**src/rtl/spi_irq_pkg.sv**
```systemverilog
// Package: shared register addresses and bit positions of the interrupt aggregator.
// Assumes word addressing; every field position here is decoded by software.
package spi_irq_pkg;
    localparam int REG_AW = 3;
    localparam int IRQ_W  = 2;
    localparam int ERR_W  = 6;   // five enabled classes plus the access flag
    localparam int ERR_EN = 5;   // classes that carry an enable bit
    localparam int EVT_W  = 6;

    localparam int IRQ_ERR = 0;
    localparam int IRQ_EVT = 1;

    localparam int EVT_RXFULL  = 0;
    localparam int EVT_TXEMPTY = 1;
    localparam int EVT_READY   = 4;

    typedef enum logic [REG_AW-1:0] {
        A_STATE    = 3'd0,
        A_ENABLE   = 3'd1,
        A_TEST     = 3'd2,
        A_ERR_EN   = 3'd3,
        A_ERR_STAT = 3'd4,
        A_EVT_EN   = 3'd5
    } reg_addr_e;
endpackage

```
**src/rtl/spi_irq_errbank.sv**
```systemverilog
// Error bank: holds the per-class error enable mask and the sticky error status.
// Assumes set pulses last one cycle; a pulse wins over a clear in the same cycle.
// Bits at and above EN_W have no enable and never contribute to cause_o.
module spi_irq_errbank #(
    parameter int ERR_W = 6,
    parameter int EN_W  = 5
) (
    input  logic             clk,
    input  logic             rst_n,
    input  logic             en_we,
    input  logic             stat_we,
    input  logic [ERR_W-1:0] wdata,
    input  logic [ERR_W-1:0] set_i,
    output logic [EN_W-1:0]  en_o,
    output logic [ERR_W-1:0] stat_o,
    output logic             cause_o
);
    logic [EN_W-1:0]  en_q;
    logic [ERR_W-1:0] stat_q;
    logic [ERR_W-1:0] clr_mask;

    // Write-1-to-clear mask, active only on a status write.
    always_comb clr_mask = stat_we ? wdata : '0;

    // Enable mask register: all classes on after reset.
    always_ff @(posedge clk) begin
        if (!rst_n)     en_q <= '1;
        else if (en_we) en_q <= wdata[EN_W-1:0];
    end

    // Sticky status: clear requested bits, then apply this cycle's pulses.
    always_ff @(posedge clk) begin
        if (!rst_n) stat_q <= '0;
        else        stat_q <= (stat_q & ~clr_mask) | set_i;
    end

    // Any class with both enable and status raised.
    always_comb cause_o = |(en_q & stat_q[EN_W-1:0]);

    assign en_o   = en_q;
    assign stat_o = stat_q;

    // every pulsed bit is present in status one edge later.
    a_r6_pulse_sets: assert property (@(posedge clk) disable iff (!rst_n)
        (set_i != '0) |=> ((stat_q & $past(set_i)) == $past(set_i)));

    // a status bit only rises after a pulse on that bit.
    a_r6_no_spurious_set: assert property (@(posedge clk) disable iff (!rst_n)
        1'b1 |=> ((stat_q & ~$past(stat_q) & ~$past(set_i)) == '0));
endmodule

```
**src/rtl/spi_irq_evtsel.sv**
```systemverilog
// Event selector: holds the event enable mask and maps the controller levels onto it.
// Assumes only the RX-full, TX-empty and ready positions carry a live condition;
// the remaining enable bits are stored but never fire.
module spi_irq_evtsel #(
    parameter int EVT_W   = 6,
    parameter int POS_RXF = 0,
    parameter int POS_TXE = 1,
    parameter int POS_RDY = 4
) (
    input  logic             clk,
    input  logic             rst_n,
    input  logic             we,
    input  logic [EVT_W-1:0] wdata,
    input  logic             rx_full,
    input  logic             tx_empty,
    input  logic             ready,
    output logic [EVT_W-1:0] en_o,
    output logic             cause_o
);
    logic [EVT_W-1:0] en_q;
    logic [EVT_W-1:0] lvl;

    // Place each live level at its enable position; silent classes stay 0.
    for (genvar i = 0; i < EVT_W; i++) begin : g_lvl
        if (i == POS_RXF)      begin : g_rxf assign lvl[i] = rx_full;  end
        else if (i == POS_TXE) begin : g_txe assign lvl[i] = tx_empty; end
        else if (i == POS_RDY) begin : g_rdy assign lvl[i] = ready;    end
        else                   begin : g_off assign lvl[i] = 1'b0;     end
    end

    // Event enable mask register.
    always_ff @(posedge clk) begin
        if (!rst_n)  en_q <= '0;
        else if (we) en_q <= wdata;
    end

    // Any enabled live condition.
    always_comb cause_o = |(en_q & lvl);

    assign en_o = en_q;
endmodule

```
**src/rtl/spi_irq_line.sv**
```systemverilog
// Interrupt line: one pending bit with latch-when-idle semantics and an output gate.
// Assumes clear_i and test_i are single-cycle write decodes from the register port.
module spi_irq_line (
    input  logic clk,
    input  logic rst_n,
    input  logic enable_i,
    input  logic cause_i,
    input  logic test_i,
    input  logic clear_i,
    output logic pending_o,
    output logic irq_o
);
    logic pend_q;
    logic fire;

    // Latch only when enabled and idle; a test write counts as a cause.
    always_comb fire = enable_i & ~pend_q & (cause_i | test_i);

    // Pending bit: set on fire, cleared by write-1.
    always_ff @(posedge clk) begin
        if (!rst_n) pend_q <= 1'b0;
        else        pend_q <= fire | (pend_q & ~clear_i);
    end

    // Output gated by enable.
    always_comb irq_o = pend_q & enable_i;

    assign pending_o = pend_q;

    // a pending bit is kept unless cleared.
    a_r8_hold_pending: assert property (@(posedge clk) disable iff (!rst_n)
        (pend_q && !clear_i) |=> pend_q);

    // nothing latches while the interrupt is disabled.
    a_r4_no_set_when_off: assert property (@(posedge clk) disable iff (!rst_n)
        (!enable_i && !pend_q) |=> !pend_q);
endmodule

```
**src/rtl/spi_irq_hub.sv**
```systemverilog
// Top: register decode, read-back mux and two interrupt lines (error, event).
// Assumes a word-addressed write port and combinational reads without side effects.
module spi_irq_hub
    import spi_irq_pkg::*;
#(
    parameter int DATA_W = 32
) (
    input  logic              clk,
    input  logic              rst_n,
    input  logic              reg_we,
    input  logic [REG_AW-1:0] reg_addr,
    input  logic [DATA_W-1:0] reg_wdata,
    output logic [DATA_W-1:0] reg_rdata,
    input  logic [ERR_W-1:0]  err_set_i,
    input  logic              lvl_rx_full,
    input  logic              lvl_tx_empty,
    input  logic              lvl_ready,
    output logic              irq_err_o,
    output logic              irq_evt_o
);
    logic [IRQ_W-1:0]  irq_en_q;
    logic [IRQ_W-1:0]  pending;
    logic [IRQ_W-1:0]  irq_vec;
    logic [IRQ_W-1:0]  cause;
    logic [IRQ_W-1:0]  test_hit;
    logic [IRQ_W-1:0]  clr_hit;
    logic [ERR_EN-1:0] err_en;
    logic [ERR_W-1:0]  err_stat;
    logic [EVT_W-1:0]  evt_en;
    logic              wr_state, wr_en, wr_test, wr_err_en, wr_err_stat, wr_evt_en;

    // Address decode of the write strobe.
    always_comb begin
        wr_state    = reg_we && (reg_addr == A_STATE);
        wr_en       = reg_we && (reg_addr == A_ENABLE);
        wr_test     = reg_we && (reg_addr == A_TEST);
        wr_err_en   = reg_we && (reg_addr == A_ERR_EN);
        wr_err_stat = reg_we && (reg_addr == A_ERR_STAT);
        wr_evt_en   = reg_we && (reg_addr == A_EVT_EN);
    end

    // Per-line test and clear pulses.
    always_comb begin
        test_hit = wr_test  ? reg_wdata[IRQ_W-1:0] : '0;
        clr_hit  = wr_state ? reg_wdata[IRQ_W-1:0] : '0;
    end

    // Interrupt enable register.
    always_ff @(posedge clk) begin
        if (!rst_n)     irq_en_q <= '0;
        else if (wr_en) irq_en_q <= reg_wdata[IRQ_W-1:0];
    end

    spi_irq_errbank #(.ERR_W(ERR_W), .EN_W(ERR_EN)) u_err (
        .clk     (clk),
        .rst_n   (rst_n),
        .en_we   (wr_err_en),
        .stat_we (wr_err_stat),
        .wdata   (reg_wdata[ERR_W-1:0]),
        .set_i   (err_set_i),
        .en_o    (err_en),
        .stat_o  (err_stat),
        .cause_o (cause[IRQ_ERR])
    );

    spi_irq_evtsel #(
        .EVT_W(EVT_W), .POS_RXF(EVT_RXFULL), .POS_TXE(EVT_TXEMPTY), .POS_RDY(EVT_READY)
    ) u_evt (
        .clk      (clk),
        .rst_n    (rst_n),
        .we       (wr_evt_en),
        .wdata    (reg_wdata[EVT_W-1:0]),
        .rx_full  (lvl_rx_full),
        .tx_empty (lvl_tx_empty),
        .ready    (lvl_ready),
        .en_o     (evt_en),
        .cause_o  (cause[IRQ_EVT])
    );

    // One pending line per interrupt.
    for (genvar i = 0; i < IRQ_W; i++) begin : g_line
        spi_irq_line u_line (
            .clk       (clk),
            .rst_n     (rst_n),
            .enable_i  (irq_en_q[i]),
            .cause_i   (cause[i]),
            .test_i    (test_hit[i]),
            .clear_i   (clr_hit[i]),
            .pending_o (pending[i]),
            .irq_o     (irq_vec[i])
        );
    end

    assign irq_err_o = irq_vec[IRQ_ERR];
    assign irq_evt_o = irq_vec[IRQ_EVT];

    // Read-back mux; test register and holes read zero.
    always_comb begin
        reg_rdata = '0;
        case (reg_addr)
            A_STATE:    reg_rdata[IRQ_W-1:0]  = pending;
            A_ENABLE:   reg_rdata[IRQ_W-1:0]  = irq_en_q;
            A_ERR_EN:   reg_rdata[ERR_EN-1:0] = err_en;
            A_ERR_STAT: reg_rdata[ERR_W-1:0]  = err_stat;
            A_EVT_EN:   reg_rdata[EVT_W-1:0]  = evt_en;
            default:    reg_rdata = '0;
        endcase
    end

    // enabled, idle error line with an enabled raised class latches next edge.
    a_r5_err_latches: assert property (@(posedge clk) disable iff (!rst_n)
        (irq_en_q[IRQ_ERR] && !pending[IRQ_ERR] && ((err_en & err_stat[ERR_EN-1:0]) != '0))
        |=> pending[IRQ_ERR]);

    // enabled, idle event line with a live enabled level latches next edge.
    a_r7_evt_latches: assert property (@(posedge clk) disable iff (!rst_n)
        (irq_en_q[IRQ_EVT] && !pending[IRQ_EVT] &&
         ((evt_en[EVT_RXFULL] && lvl_rx_full) || (evt_en[EVT_TXEMPTY] && lvl_tx_empty) ||
          (evt_en[EVT_READY] && lvl_ready)))
        |=> pending[IRQ_EVT]);

    // an output is never high while its line is disabled.
    a_r3_gate: assert property (@(posedge clk) disable iff (!rst_n)
        !irq_en_q[IRQ_EVT] |-> !irq_evt_o);
endmodule

```
**config.mk**
```make
export PLATFORM = sky130hd
export DESIGN_NAME = spi_irq_hub
export DESIGN_NICKNAME = d
export VERILOG_FILES = /design/src/rtl/spi_irq_pkg.sv /design/src/rtl/spi_irq_errbank.sv /design/src/rtl/spi_irq_evtsel.sv /design/src/rtl/spi_irq_line.sv /design/src/rtl/spi_irq_hub.sv
export SDC_FILE = /design/constraint.sdc
export NUM_CORES = 1
export LEC_CHECK = 0
export ABC_AREA = 1
export BUFFER_PORTS_ARGS = -buffer_cell sky130_fd_sc_hd__buf_2
export CORE_UTILIZATION = 42
export DETAILED_ROUTE_END_ITERATION = 16
export HOLD_SLACK_MARGIN = 0.02
export PLACE_DENSITY = 0.89
export SETUP_SLACK_MARGIN = 0.2
export SLEW_MARGIN = 20
export SYNTH_ARGS = -nofsm -noshare
export SYNTH_HDL_FRONTEND = slang
export SYNTH_SLANG_ARGS = --single-unit
```
**constraint.sdc**
```tcl
create_clock -name clk -period 0.9 [get_ports clk]
set_input_delay 0.09 -clock clk [delete_from_list [all_inputs] [get_ports clk]]
set_output_delay 0.09 -clock clk [all_outputs]
set_load 0.02 [all_outputs]
```
======== Word-level counts from Yosys, hierarchy flattened ========
Index checks and enable logic that the tools add are counted.
cells by class
  bitwise gates (word level) .............. 21
  equality and inequality tests ........... 5
  mux-type cells .......................... 6
  reduce and logical (&&, ||, !) cells .... 9
operator list
  cell                                                                   number
  2-bit one-hot mux with 5 select lines                                  1
  3-bit one-hot mux with 3 select lines                                  1
  1-bit AND                                                              8
  6-bit by 5-bit AND with 6-bit output                                   1
  6-bit AND                                                              1
  3-bit by 2-bit equality test with 1-bit output, second input constant  2
  3-bit equality test, second input constant                             2
  1-bit logical AND                                                      6
  6-bit 2-to-1 mux                                                       1
  6-bit inverter                                                         1
  6-bit bitwise OR                                                       1
  6-bit OR reduction                                                     1
  5-bit AND                                                              1
  5-bit OR reduction                                                     1
  2-bit 2-to-1 mux                                                       2
  1-bit inverter                                                         4
  1-bit bitwise OR                                                       4
  3-bit by 1-bit equality test with 1-bit output, second input constant  1
  3-bit logical NOT                                                      1
  1-bit one-hot mux with 2 select lines                                  1
word-level totals
  input bits .............................. 47
  output and inout bits ................... 34
  logic and storage cells ................. 47
  register bits ........................... 21

======== Longest topological paths before layout ========
  word-level depth ........................ 6
  gate-level depth with buffers ........... 6
  mapped depth without buffers ............ 6

======== Hierarchy ========
Synthesis repeated with hierarchy kept, for this count alone.
unflattened totals
  cells, all modules ...................... 219
  area, all modules ....................... 1,355.0 um^2
by module, submodules not included
  module           area each (um^2)  times used  cells each
  spi_irq_hub      555.5             1           99
  spi_irq_errbank  429.2             1           63
  spi_irq_evtsel   272.8             1           41
  spi_irq_line     48.8              2           8

======== Worst setup path after synthesis ========
No wires, ideal clock.
  path kind ............................... flip-flop to output port
  start ................................... register g_line[1].u_line.pend_q
  end ..................................... output reg_rdata[1]
  data required time ...................... 0.810 ns
  arrival time ............................ 0.739 ns
  setup slack ............................. 0.071 ns
  path buffers ............................ 0
  stages on the path, launching flop included .. 5
  cells stage by stage .................... dfxtp_1 nand3_1 o21ai_0 a21oi_1 nand3_1
on the way
  cells in the longest elaborated chain, start to end .. 1
RTL lines
  item                                   line                RTL
  start, declared                        spi_irq_line.sv:13  logic pend_q;
  start signal, assigned                 spi_irq_line.sv:22  else pend_q <= fire | (pend_q & ~clear_i);
  2-bit one-hot mux with 5 select lines  spi_irq_hub.sv:100  case (reg_addr)
  end, declared                          spi_irq_hub.sv:13   output logic [DATA_W-1:0] reg_rdata,
Every way passes these cells.

======== Worst setup path after layout ========
  start ................................... register irq_en_q[0]
  end ..................................... output reg_rdata[0]
on the way
  cells in the longest elaborated chain, start to end .. 1
RTL lines
  item                                   line                RTL
  start, declared                        spi_irq_hub.sv:21   logic [IRQ_W-1:0] irq_en_q;
  start signal, assigned                 spi_irq_hub.sv:51   else if (wr_en) irq_en_q <= reg_wdata[IRQ_W-1:0];
  2-bit one-hot mux with 5 select lines  spi_irq_hub.sv:100
Every way passes these cells.

==> qor.txt <==
Status = finished, violations left
Violations in the final reports = setup timing
Initial antenna violation count = 0
RSZ-0062 raised after global routing = true
Global-route wire length before repair = 5220 um
Comb pwr share = 28.0%
H-Tree Depth = 1
# Max-Cap Violations = 0
Die area = 3200 um2
Drt pass-1 iters = 4
Critical Path RT = 0.81 ns
Mapped Area = 1250 um2
Share of cells above drive strength 1 = 52.5%
Final ANT Viol Nets = 0
Leakage = 0.927 nW
Clock latency on the worst-skew pair = 0.31 ns
Area leader, netlist = dfxtp_1
Yosys warns = 0
Pins Over Slew Limit = 0
Fin util = 67.5%
DR vias = 1319
Switching power = 0.694 mW
Period utilization = 142%
CTS tree = done
Worst setup endpoint = reg_rdata[0]
Register area share after synthesis = 33.6%
Fillcell total = 226
Nets@finish = 288
Die Ht = 56.6 um
Worst setup path startpoint = irq_en_q[0]$_SDFFE_PN0P_
Core box area = 2780 um2
Largest cells by area after synthesis = dfxtp_1, buf_4, nand2_1, a21oi_1, nand3_1
PwrDens = 1100 nW/um2
Worst hold path cell count = 3
ANT cells = 0
Initial detailed-routing violation count = 64
Worst R2R Path Depth = 6
Period minus WS final = 1.28 ns
Clk slew on worst S/H paths = 0.13 ns
Starting Density = 44.9%
Overall routing resource usage = 20.5%
Port bufs = 28
Detail Placement HPWL = 2190 um
Netlist cell types = 21
Clock power frac = 23.0%
Total gr overflow = 0
Row cnt = 19
Worst r2r src = g_line[0].u_line.pending_o$_SDFF_PN0_
Final setup fails = 10
Critical Path Fanout Max = 3
Fmax = 783 MHz
Post-Syn Instances = 180
Area share of the largest cell type after synthesis = 33.6%
CTS buffer count = 3
Hold Path Class = primary input to flip-flop
Crit end category = primary output
Vias/cell = 4.87
Crit path launch type = flip-flop
Layout Cells excl Fill = 271
Routed wire length = 3420 um
Avg WL per Cell = 12.6 um
Final hold vios = 0
Chip width = 56.6 um
Largest net degree at the start of global routing = 14
Total clock sinks = 21
CP Class = flip-flop to primary output
PnR worst setup slack = -0.377 ns
CTS Buffer Depth = 2
Sw Ratio = 33.5%
Vias in the first global route = 1168
GPL Wtd Cong = 0.859
Ports = 81
Final Skew = 0.00907 ns
Worst EP arrival = 1.19 ns
Pre-CTS setup slack = -0.162 ns
Yosys reg bits = 21
Drt drc = 0
Max IR drop VDD = 987 uV
Clock Tree Root = clkbuf_4
Seq pwr share = 49.0%
Reg2reg setup slack = -0.09 ns
Synth Area per Inst = 6.94 um2
Syn-to-layout area delta = 50.3%
Dpl cells = 246
Cell internal pwr = 1.38 mW
Critical R2R Capture = g_line[0].u_line.pending_o$_SDFF_PN0_
[sequential cells by signal, summed over array words and instances, names as in the netlist]
name / flops
irq_en_q: 2
u_err.en_o: 5
u_err.stat_o: 6
u_evt.en_o: 6
g_line.u_line.pending_o: 2
[metal layers]
metal	track usage, %	share of wire (%)	wire (um)
met4	4.18	0.44	15
met3	2.76	8.6	293
met5	0	0	0
met1	27.1	41	1410
met2	35.3	50	1700
[per-stage QoR]
step | hold WS, ns | cell area, um2 | setup TNS, ns | total power, mW
after floorplan | 0.207 | 1390 | 0 | 1.38
after global placement | 0.296 | 1440 | -1.46 | 1.43
after CTS | 0.0265 | 1730 | -1.74 | 1.99
after global routing | 0.0336 | 1880 | -2.40 | 2.16
after detailed placement | 0.305 | 1440 | -1.94 | 1.44
final | 0.0290 | 1880 | -1.93 | 2.07
[worst min path at each step]
stage / slack [ns] / endpoint / start
2_1_floorplan: 0.21 / u_err.stat_o[0]$_SDFF_PN0_ / err_set_i[0]
3_3_place_gp: 0.30 / u_err.stat_o[1]$_SDFF_PN0_ / err_set_i[1]
5_1_grt: 0.03 / u_evt.en_o[5]$_SDFFE_PN0P_ / reg_wdata[5]
6_report: 0.03 / u_evt.en_o[5]$_SDFFE_PN0P_ / reg_wdata[5]
4_1_cts: 0.03 / u_err.en_o[3]$_SDFFE_PN1P_ / reg_wdata[3]
3_5_place_dp: 0.31 / u_err.stat_o[1]$_SDFF_PN0_ / err_set_i[1]
[logic make-up (layout without fill, tap and decap cells)]
| kind of cell | count (synthesis) | in the layout | synth area share (%) |
|---|---|---|---|
| other | 1 | 26 | 0.300 |
| buffers and inverters | 46 | 80 | 21.7 |
| AND/OR/NAND/NOR | 80 | 81 | 30.0 |
| AO/OA/AOI/OAI | 32 | 32 | 14.3 |
| flip-flops | 21 | 21 | 33.6 |
[worst max-delay path: stages, from the launching register on]
cell and delay [ns]:
dfxtp_2 0.35, inv_2 0.06, nor2_2 0.03, a21oi_2 0.10, nand4_1 0.16, buf_6 0.17
[cell usage after synthesis]
cell	number
nand3_1	13
nor2_2	2
dfxtp_1	21
nand2_1	41
o21ai_1	3
nand3_4	1
o21ai_0	9
a21oi_1	17
a22o_1	1
inv_1	17
nand4_1	2
nor2_1	13
nand3_2	1
nor2_4	3
inv_2	2
nand2_2	1
o211ai_2	2
buf_2	1
conb_1	1
nor3_1	3
buf_4	26
[repair_timing]
item | in CTS | in global routing
pin swaps | 17 | 19
setup buffers | 10 | 4
endpoints found under the hold margin | 6 | 0
gates cloned | 0 | 1
setup endpoints to repair | 10 | 24
resized for setup | 46 | 44
hold buffers | 6 | 0
[layout by cell type, fill, tap and decap left out, types with 2 or more instances in the layout]
cell type and instances:
buf_4 10, nor3_2 2, nand3_2 5, nand2_2 14
inv_1 10, dlygate4sd3_1 6, nand2_1 28, nand3_4 2
buf_6 22, inv_2 8, conb_1 26, o21ai_1 6
nor2_4 4, clkbuf_4 3, nor2_2 3, buf_2 18
o21ai_0 3, a21oi_2 8, o211ai_2 2, nand4_1 2
a21oi_1 8, nand3_1 8, dfxtp_1 4, nor2_1 12
o21ai_2 3, dfxtp_2 17
[power by group through the flow]
stage	Combinational [mW]	Sequential, mW	Clock [mW]
finish	0.579	1.01	0.477
global route	0.619	1.02	0.518
CTS	0.513	1.01	0.465
detailed placement	0.417	1.03	0
global placement	0.410	1.02	0
floorplan	0.361	1.02	0
[final cells by class]
class | count | area, um2 | share of cell area, %
multi-input combinational | 139 | 802 | 42.7
timing repair buffer | 57 | 493 | 26.2
sequential | 21 | 442 | 23.5
inverter | 19 | 75.1 | 4.00
tap | 31 | 38.8 | 2.07
clock buffer | 3 | 22.5 | 1.20
clock inverter | 1 | 5.00 | 0.266
No activity file was read; power rests on OpenSTA's default activity.
